--- src/rtl/luma_ovl_pkg.sv ---
package luma_ovl_pkg;
  localparam int LUMA_W = 4;
  localparam int PH_W   = 2;

  typedef enum logic [1:0] {
    MODE_MONO = 2'b00,
    MODE_QUAD = 2'b01,
    MODE_HEX  = 2'b10,
    MODE_RSVD = 2'b11
  } ovl_mode_e;
endpackage

--- src/rtl/ovl_bit_gather.sv ---
module ovl_bit_gather #(
  parameter int WIN_W = 4,
  parameter int PH_W  = 2
) (
  input  logic             clk,
  input  logic             rst,
  input  logic             ser_bit,
  input  logic             cc_phase,
  output logic [WIN_W-1:0] win,
  output logic [PH_W-1:0]  phase_now
);
  logic [WIN_W-2:0] hist_q;
  logic [PH_W-1:0]  ph_q;

  // current window: older bits high, newest bit low
  assign win       = {hist_q, ser_bit};
  assign phase_now = cc_phase ? '0 : ph_q + 1'b1;

  always_ff @(posedge clk) begin
    if (rst) begin
      hist_q <= '0;
      ph_q   <= '1;
    end else begin
      hist_q <= win[WIN_W-2:0];
      ph_q   <= phase_now;
    end
  end
endmodule

--- src/rtl/ovl_pixel_former.sv ---
module ovl_pixel_former
  import luma_ovl_pkg::*;
#(
  parameter int LUMA_W = 4,
  parameter int PH_W   = 2
) (
  input  logic              clk,
  input  logic              rst,
  input  logic [1:0]        mode,
  input  logic              rd_en,
  input  logic [LUMA_W-1:0] win,
  input  logic [PH_W-1:0]   phase_now,
  output logic [LUMA_W-1:0] pix_q
);
  localparam int PAIRS = LUMA_W / 2;

  ovl_mode_e         sel;
  logic [LUMA_W-1:0] mono_px, quad_px, hex_px;
  logic [LUMA_W-1:0] pix_d;

  assign sel     = ovl_mode_e'(mode);
  assign mono_px = {LUMA_W{win[0]}};
  assign hex_px  = win;

  // two-bit code replicated across the word scales v to full range
  genvar g;
  generate
    for (g = 0; g < PAIRS; g++) begin : g_rep
      assign quad_px[2*g+1 -: 2] = win[1:0];
    end
  endgenerate

  always_comb begin
    pix_d = pix_q;
    if (!rd_en) begin
      pix_d = '0;
    end else begin
      unique case (sel)
        MODE_MONO: pix_d = mono_px;
        MODE_QUAD: if (phase_now[0]) pix_d = quad_px;
        MODE_HEX:  if (&phase_now)   pix_d = hex_px;
        default:   pix_d = '0;
      endcase
    end
  end

  always_ff @(posedge clk) begin
    if (rst) pix_q <= '0;
    else     pix_q <= pix_d;
  end
endmodule

--- src/rtl/ovl_luma_summer.sv ---
module ovl_luma_summer #(
  parameter int LUMA_W = 4
) (
  input  logic              clk,
  input  logic              rst,
  input  logic [LUMA_W-1:0] pix,
  input  logic [LUMA_W-1:0] host,
  output logic [LUMA_W-1:0] luma_q
);
  logic [LUMA_W:0]   sum;
  logic [LUMA_W-1:0] clipped;

  assign sum     = {1'b0, host} + {1'b0, pix};
  assign clipped = sum[LUMA_W] ? '1 : sum[LUMA_W-1:0];

  always_ff @(posedge clk) begin
    if (rst)             luma_q <= '0;
    else if (pix == '0)  luma_q <= host;
    else                 luma_q <= clipped;
  end
endmodule

--- src/rtl/luma_overlay_ser.sv ---
module luma_overlay_ser
  import luma_ovl_pkg::*;
#(
  parameter int LW = LUMA_W,
  parameter int PW = PH_W
) (
  input  logic          clk,
  input  logic          rst,
  input  logic          ser_bit,
  input  logic          cc_phase,
  input  logic [1:0]    mode,
  input  logic          rd_en,
  input  logic [LW-1:0] host_luma,
  output logic [LW-1:0] luma_out
);
  logic [LW-1:0] win;
  logic [PW-1:0] phase_now;
  logic [LW-1:0] pix_q;

  ovl_bit_gather #(.WIN_W(LW), .PH_W(PW)) u_gather (
    .clk(clk), .rst(rst), .ser_bit(ser_bit), .cc_phase(cc_phase),
    .win(win), .phase_now(phase_now)
  );

  ovl_pixel_former #(.LUMA_W(LW), .PH_W(PW)) u_former (
    .clk(clk), .rst(rst), .mode(mode), .rd_en(rd_en),
    .win(win), .phase_now(phase_now), .pix_q(pix_q)
  );

  ovl_luma_summer #(.LUMA_W(LW)) u_sum (
    .clk(clk), .rst(rst), .pix(pix_q), .host(host_luma), .luma_q(luma_out)
  );
endmodule

--- config.mk ---
export PLATFORM = sky130hd
export DESIGN_NAME = luma_overlay_ser
export DESIGN_NICKNAME = d
export VERILOG_FILES = /design/src/rtl/luma_ovl_pkg.sv /design/src/rtl/ovl_bit_gather.sv /design/src/rtl/ovl_pixel_former.sv /design/src/rtl/ovl_luma_summer.sv /design/src/rtl/luma_overlay_ser.sv
export SDC_FILE = /design/constraint.sdc
export NUM_CORES = 1
export LEC_CHECK = 0
export BUFFER_PORTS_ARGS = -buffer_cell sky130_fd_sc_hd__buf_2
export CELL_PAD_IN_SITES_DETAIL_PLACEMENT = 1
export CELL_PAD_IN_SITES_GLOBAL_PLACEMENT = 1
export CORE_MARGIN = 1
export CORE_UTILIZATION = 41
export CTS_BUF_LIST = sky130_fd_sc_hd__clkbuf_2 sky130_fd_sc_hd__clkbuf_4 sky130_fd_sc_hd__clkbuf_8
export DETAILED_ROUTE_END_ITERATION = 6
export PLACE_DENSITY_LB_ADDON = 0.1
export SLEW_MARGIN = 20
export SYNTH_ARGS = -nofsm -noshare
export SYNTH_HDL_FRONTEND = slang
export SYNTH_SLANG_ARGS = --single-unit
--- constraint.sdc ---
create_clock -name clk -period 1.7 [get_ports clk]
set_input_delay 0.085 -clock clk [delete_from_list [all_inputs] [get_ports clk]]
set_output_delay 0.085 -clock clk [all_outputs]
set_load 0.1 [all_outputs]
Word-level counts from Yosys, hierarchy flattened
Cells that the tools add are included.
{"block": "totals", "regBits": 13, "wordCells": 22, "input_bits": 11, "out_inout_bits": 4}
{"block": "op_classes", "n_eq_ne": 4, "n_addsub": 2, "n_mux": 6, "bitwise_logic": 1, "reduce_logical": 5}
{"op": "4-bit 2-to-1 mux", "n": 4}
{"op": "4-bit one-hot mux with 3 select lines", "n": 1}
{"op": "4-bit by 4-bit adder with 5-bit output", "n": 1}
{"op": "4-bit zero test", "n": 1}
{"op": "2-bit AND reduction", "n": 2}
{"op": "2-bit by 1-bit adder with 2-bit output, second input constant", "n": 1}
{"op": "2-bit by 1-bit == test with 1-bit output, second input constant", "n": 1}
{"op": "2-bit == test, second input constant", "n": 1}
{"op": "2-bit zero test", "n": 1}
{"op": "2-bit 2-to-1 mux", "n": 1}
{"op": "2-bit by 1-bit inequality test with 1-bit output, second input constant", "n": 1}
{"op": "2-bit inequality test, second input constant", "n": 1}
{"op": "2-bit OR reduction", "n": 1}
{"op": "1-bit inverter", "n": 1}

Depth between registers and ports, before layout
{"block": "depth", "word_depth": 5, "depth_mapped": 7, "depth_no_buf": 7}

By module
Synthesis repeated with hierarchy kept, for this count alone.
{"block": "unflattened", "cells_unflattened": 74, "area_unflattened_um2": 681.9}
{"module": "ovl_luma_summer", "instances": 1, "cells_each": 30, "area_per_inst_um2": 284.0, "seq_area_each_um2": 80.1}
{"module": "ovl_pixel_former", "instances": 1, "cells_each": 30, "area_per_inst_um2": 241.5, "seq_area_each_um2": 80.1}
{"module": "ovl_bit_gather", "instances": 1, "cells_each": 14, "area_per_inst_um2": 156.4, "seq_area_each_um2": 100.1}

Worst setup path before layout
OpenSTA, ideal clock, no wires.
{"block": "synth_path", "path_kind": "register -> register", "from": "register u_former.pix_q[0]", "to": "register u_sum.luma_q[0]", "slack_ps": 201, "path_stages_with_launch": 8, "arrival_time_ps": 1408, "required_time_ps": 1609, "cell_sequence": "dfxtp_1 > ha_1 > inv_1 > fa_1 > inv_1 > a21o_1 > a21oi_1 > a311oi_1"}
{"block": "synth_via", "elab_chain_cells": 3, "elab_cells_between_ends": 4}
{"element": "start: declaration", "line": "ovl_pixel_former.sv:13", "rtl": "output logic [LUMA_W-1:0] pix_q"}
{"element": "start signal: assignment", "line": "ovl_pixel_former.sv:49", "rtl": "else pix_q <= pix_d;"}
{"element": "4-bit by 4-bit adder with 5-bit output", "line": "ovl_luma_summer.sv:13", "rtl": "assign sum = {1'b0, host} + {1'b0, pix};"}
{"element": "4-bit 2-to-1 mux", "line": "ovl_luma_summer.sv:14", "rtl": "assign clipped = sum[LUMA_W] ? '1 : sum[LUMA_W-1:0];"}
{"element": "4-bit 2-to-1 mux (*)", "line": "ovl_luma_summer.sv:18", "rtl": "else if (pix == '0) luma_q <= host;"}
{"element": "end signal: assignment", "line": "ovl_luma_summer.sv:18"}
{"element": "end signal: assignment", "line": "ovl_luma_summer.sv:19", "rtl": "else luma_q <= clipped;"}
{"element": "end: declaration", "line": "ovl_luma_summer.sv:8", "rtl": "output logic [LUMA_W-1:0] luma_q"}
Every way passes the cells marked *; elsewhere a longest branch is shown, timed or not.
A chain may end at the register's enable or synchronous reset.

Final worst setup path
{"block": "layout_path", "from": "register u_former.pix_q[0]", "to": "register u_sum.luma_q[1]"}
Same word-level chain as after synthesis.

==> impl_metrics.json <==
{
  "synth_to_layout_area_growth_pct": 19.5,
  "post_synth_inst_count": 67,
  "drt-initial-drc-count": 4,
  "grt_overflow": 0,
  "worst_clock_skew_ns": 0.00936,
  "critical_path.startpoint_type": "register",
  "timing_worst_slew_pin_value_ns": 0.488,
  "crit_path_max_fanout": 4,
  "cp_top_family": "compound AO/OA/AOI/OAI gates",
  "fin_worst_hold_slack_ns": 0.0309,
  "relative_slew_slack": 0.677,
  "design.die.area_um2": 1760,
  "design_area_um2": 782,
  "combinationalPowerShare": 0.273,
  "final_layout_size_suffix_gt1_frac": 0.301,
  "cp.arrival_ns": 1.76,
  "timing.hold.worst.class": "primary input to register",
  "total_power_mw": 0.759,
  "clock_sinks": 13,
  "n_antenna_cell": 0,
  "r2r_setup_slack_ns": 0.09,
  "number_of_input_and_output_port_buffers_inserted": 14,
  "yosys.cell_types.count": 24,
  "clockPowerShare": 0.284,
  "maxSlewViolCount": 0,
  "peakVddDrop_v": 0.000575,
  "outcome": "completed",
  "yosys_warnings": 0,
  "die-height_um": 42.0,
  "synth.cell_area_um2": 654,
  "row_count": 14,
  "design.core.area_um2": 1510,
  "clkSlewWorstSetupHoldPaths_ns": 0.09,
  "grt_busiest_layer": "met2",
  "gr-usage-met2": 0.278,
  "intPower_mw": 0.495,
  "clk_latency_worst_skew_pair_ns": 0.28,
  "drt_first_pass_iters": 3,
  "post_detailed_route_count_of_antenna_violating_nets": 0,
  "grt.met1_usage": 0.250,
  "power_density_nw_per_um2": 971,
  "remaining_drc_errors": 0,
  "first_global_vias": 551,
  "finalCriticalPeriod_ns": 1.61,
  "crit_buf_inv": 2,
  "num-fill-cells": 197,
  "cts_htree_levels": 1,
  "worstSetupEndpointType": "register",
  "dieWidth_um": 42.0,
  "grt.total_usage": 0.189,
  "wl_mm": 1.44,
  "post-cts-setup-buffers": 0,
  "sequentialPowerShare": 0.442,
  "worstSetupPathType": "register to register",
  "netSwitchingFraction": 0.348,
  "final_common_cell": "buf_2",
  "grt_use_met3": 0.0435,
  "synth_seq_area_share": 0.398,
  "final_nets": 100,
  "switching_power_mw": 0.264,
  "rsz0062_at_grt": "no",
  "finalSetupViolations": 0,
  "gpl.final_weighted_congestion": 0.794,
  "initial_utilization": 0.434,
  "worst_ep_required_time_ns": 1.84,
  "top_library_cells_by_usage_in_the_layout_fill_and_taps_aside": "14 x buf_2, 12 x dfxtp_1, 7 x nor2_1",
  "syn_area_per_cell_um2": 9.77,
  "critPathMostFrequentCell": "inv_1",
  "cts_made_buffers": 3,
  "seq_area_um2": 264,
  "vias_per_cell": 5.41,
  "floorplan.io_pins": 15,
  "estimated_wirelength_of_the_detail_placed_design_um": 996,
  "antenna_found_initial": 0,
  "multiInputGateArea_um2": 375,
  "critical-path-max-stage-delay_ns": 0.36,
  "timing.max_cap.violations": 0,
  "tritoncts_clock_tree": "built",
  "mappedNetlistNets": 83,
  "vias_after_detailed_routing": 536,
  "wire_per_inst_um": 14.6,
  "cts-root-to-sink-buffers": 2,
  "detailed_place.area_um2": 729,
  "timing_hold_violations_final": 0,
  "grt_max_degree": 11,
  "max_clock_freq_ghz": 0.620,
  "cts_root_buffer": "clkbuf_4",
  "leakagePower_nw": 0.359,
  "cpMaxStageDelayCell": "dfxtp_4",
  "layout_worst_path_cycle_share": 0.949,
  "cp_cell_sequence": "ha_1, inv_1, fa_2, inv_1, a21o_1, a21oi_2, a311oi_2",
  "yosys_reg_bits": 13,
  "wire_length_of_the_first_global_routing_pass_mm": 2.44
}
==> power by group through the flow <==
stage               logic [mW]  registers (mW)  clock network (mW)
floorplan               0.0849           0.419                   0
global placement         0.195           0.343                   0
detailed placement       0.198           0.344                   0
CTS                      0.200           0.337               0.228
global route             0.224           0.339               0.234
finish                   0.208           0.336               0.216
==> stage by stage <==
stage          setup slack (ns)   util  setup TNS [ns]  std cells
4_1_cts                  0.0244  0.505               0         99
3_3_place_gp             0.0928  0.484               0         95
6_report                 0.0860  0.519               0         99
5_1_grt                  0.0374  0.519               0         99
2_1_floorplan             0.201      -               0         67
3_5_place_dp            -0.0439  0.484         -0.0503         95
==> metal layers <==
metal / vias to the layer above / part of all wire
met4: 0 / 0.020
met3: 4 / 0.033
met1: 251 / 0.47
met2: 10 / 0.48
li1: 271 / -
met5: - / 0
==> state kept, by name, indices dropped and copies added (netlist names) <==
register	count
u_gather.ph_q	2
u_former.pix_q	4
u_sum.luma_q	4
u_gather.hist_q	3
==> cell type report <==
cell class	count	area share
well taps	16	0.0256
inverters	6	0.0288
clock buffers	4	0.0384
repair buffers	14	0.0896
flip-flops and latches	13	0.338
multi-input cells	46	0.480
==> worst register-to-register path, cell delays in order (launching register included) <==
cell      delay [ns]
dfxtp_4         0.36
ha_1            0.19
inv_1           0.07
fa_2            0.20
inv_1           0.04
a21o_1          0.18
a21oi_2         0.28
a311oi_2        0.15
==> cell usage after synthesis <==
cell type / number / area share
dfxtp_1: 13 / 0.40
nor2_1: 7 / 0.040
inv_1: 6 / 0.034
nor2b_1: 5 / 0.048
a311oi_1: 4 / 0.054
ha_1: 4 / 0.076
a211oi_1: 3 / 0.034
mux2i_1: 3 / 0.046
a21o_1: 2 / 0.023
a21oi_1: 2 / 0.015
nand2b_1: 2 / 0.019
nor3_1: 2 / 0.015
o21bai_1: 2 / 0.023
xor2_1: 2 / 0.027
a221oi_1: 1 / 0.013
buf_6: 1 / 0.017
clkbuf_1: 1 / 0.0057
fa_1: 1 / 0.031
nor3b_2: 1 / 0.019
o21ai_1: 1 / 0.0076
o22a_1: 1 / 0.013
o22ai_1: 1 / 0.0096
or4_4: 1 / 0.017
xnor2_1: 1 / 0.013
==> cell families after synthesis <==
group           share of synthesized area
simple gates                        0.159
compound gates                      0.193
fa+ha+maj                           0.107
xor+xnor                           0.0402
flops                               0.398
buf+inv                            0.0574
mux                                0.0459
==> worst paths after layout <==
check / startpoint / end / cells past startpoint
worst max-delay path: u_former.pix_q[0]$_SDFFE_PP0P_ / u_sum.luma_q[1]$_SDFF_PP0_ / 7
worst min-delay path: cc_phase / u_gather.ph_q[1]$_SDFF_PP1_ / 2
worst max register to register: u_former.pix_q[0]$_SDFFE_PP0P_ / u_sum.luma_q[1]$_SDFF_PP0_ / 7
worst min register to register: u_gather.hist_q[1]$_SDFF_PP0_ / u_gather.hist_q[2]$_SDFF_PP0_ / 1
==> repair_timing <==
item	CTS	global route
pin swaps	1	1
hold buffers	0	0
resized for setup	1	5
gates cloned	0	0
endpoints found under the hold margin	0	0
endpoints found under the setup margin	2	4
(Power assumes the default switching activity.)
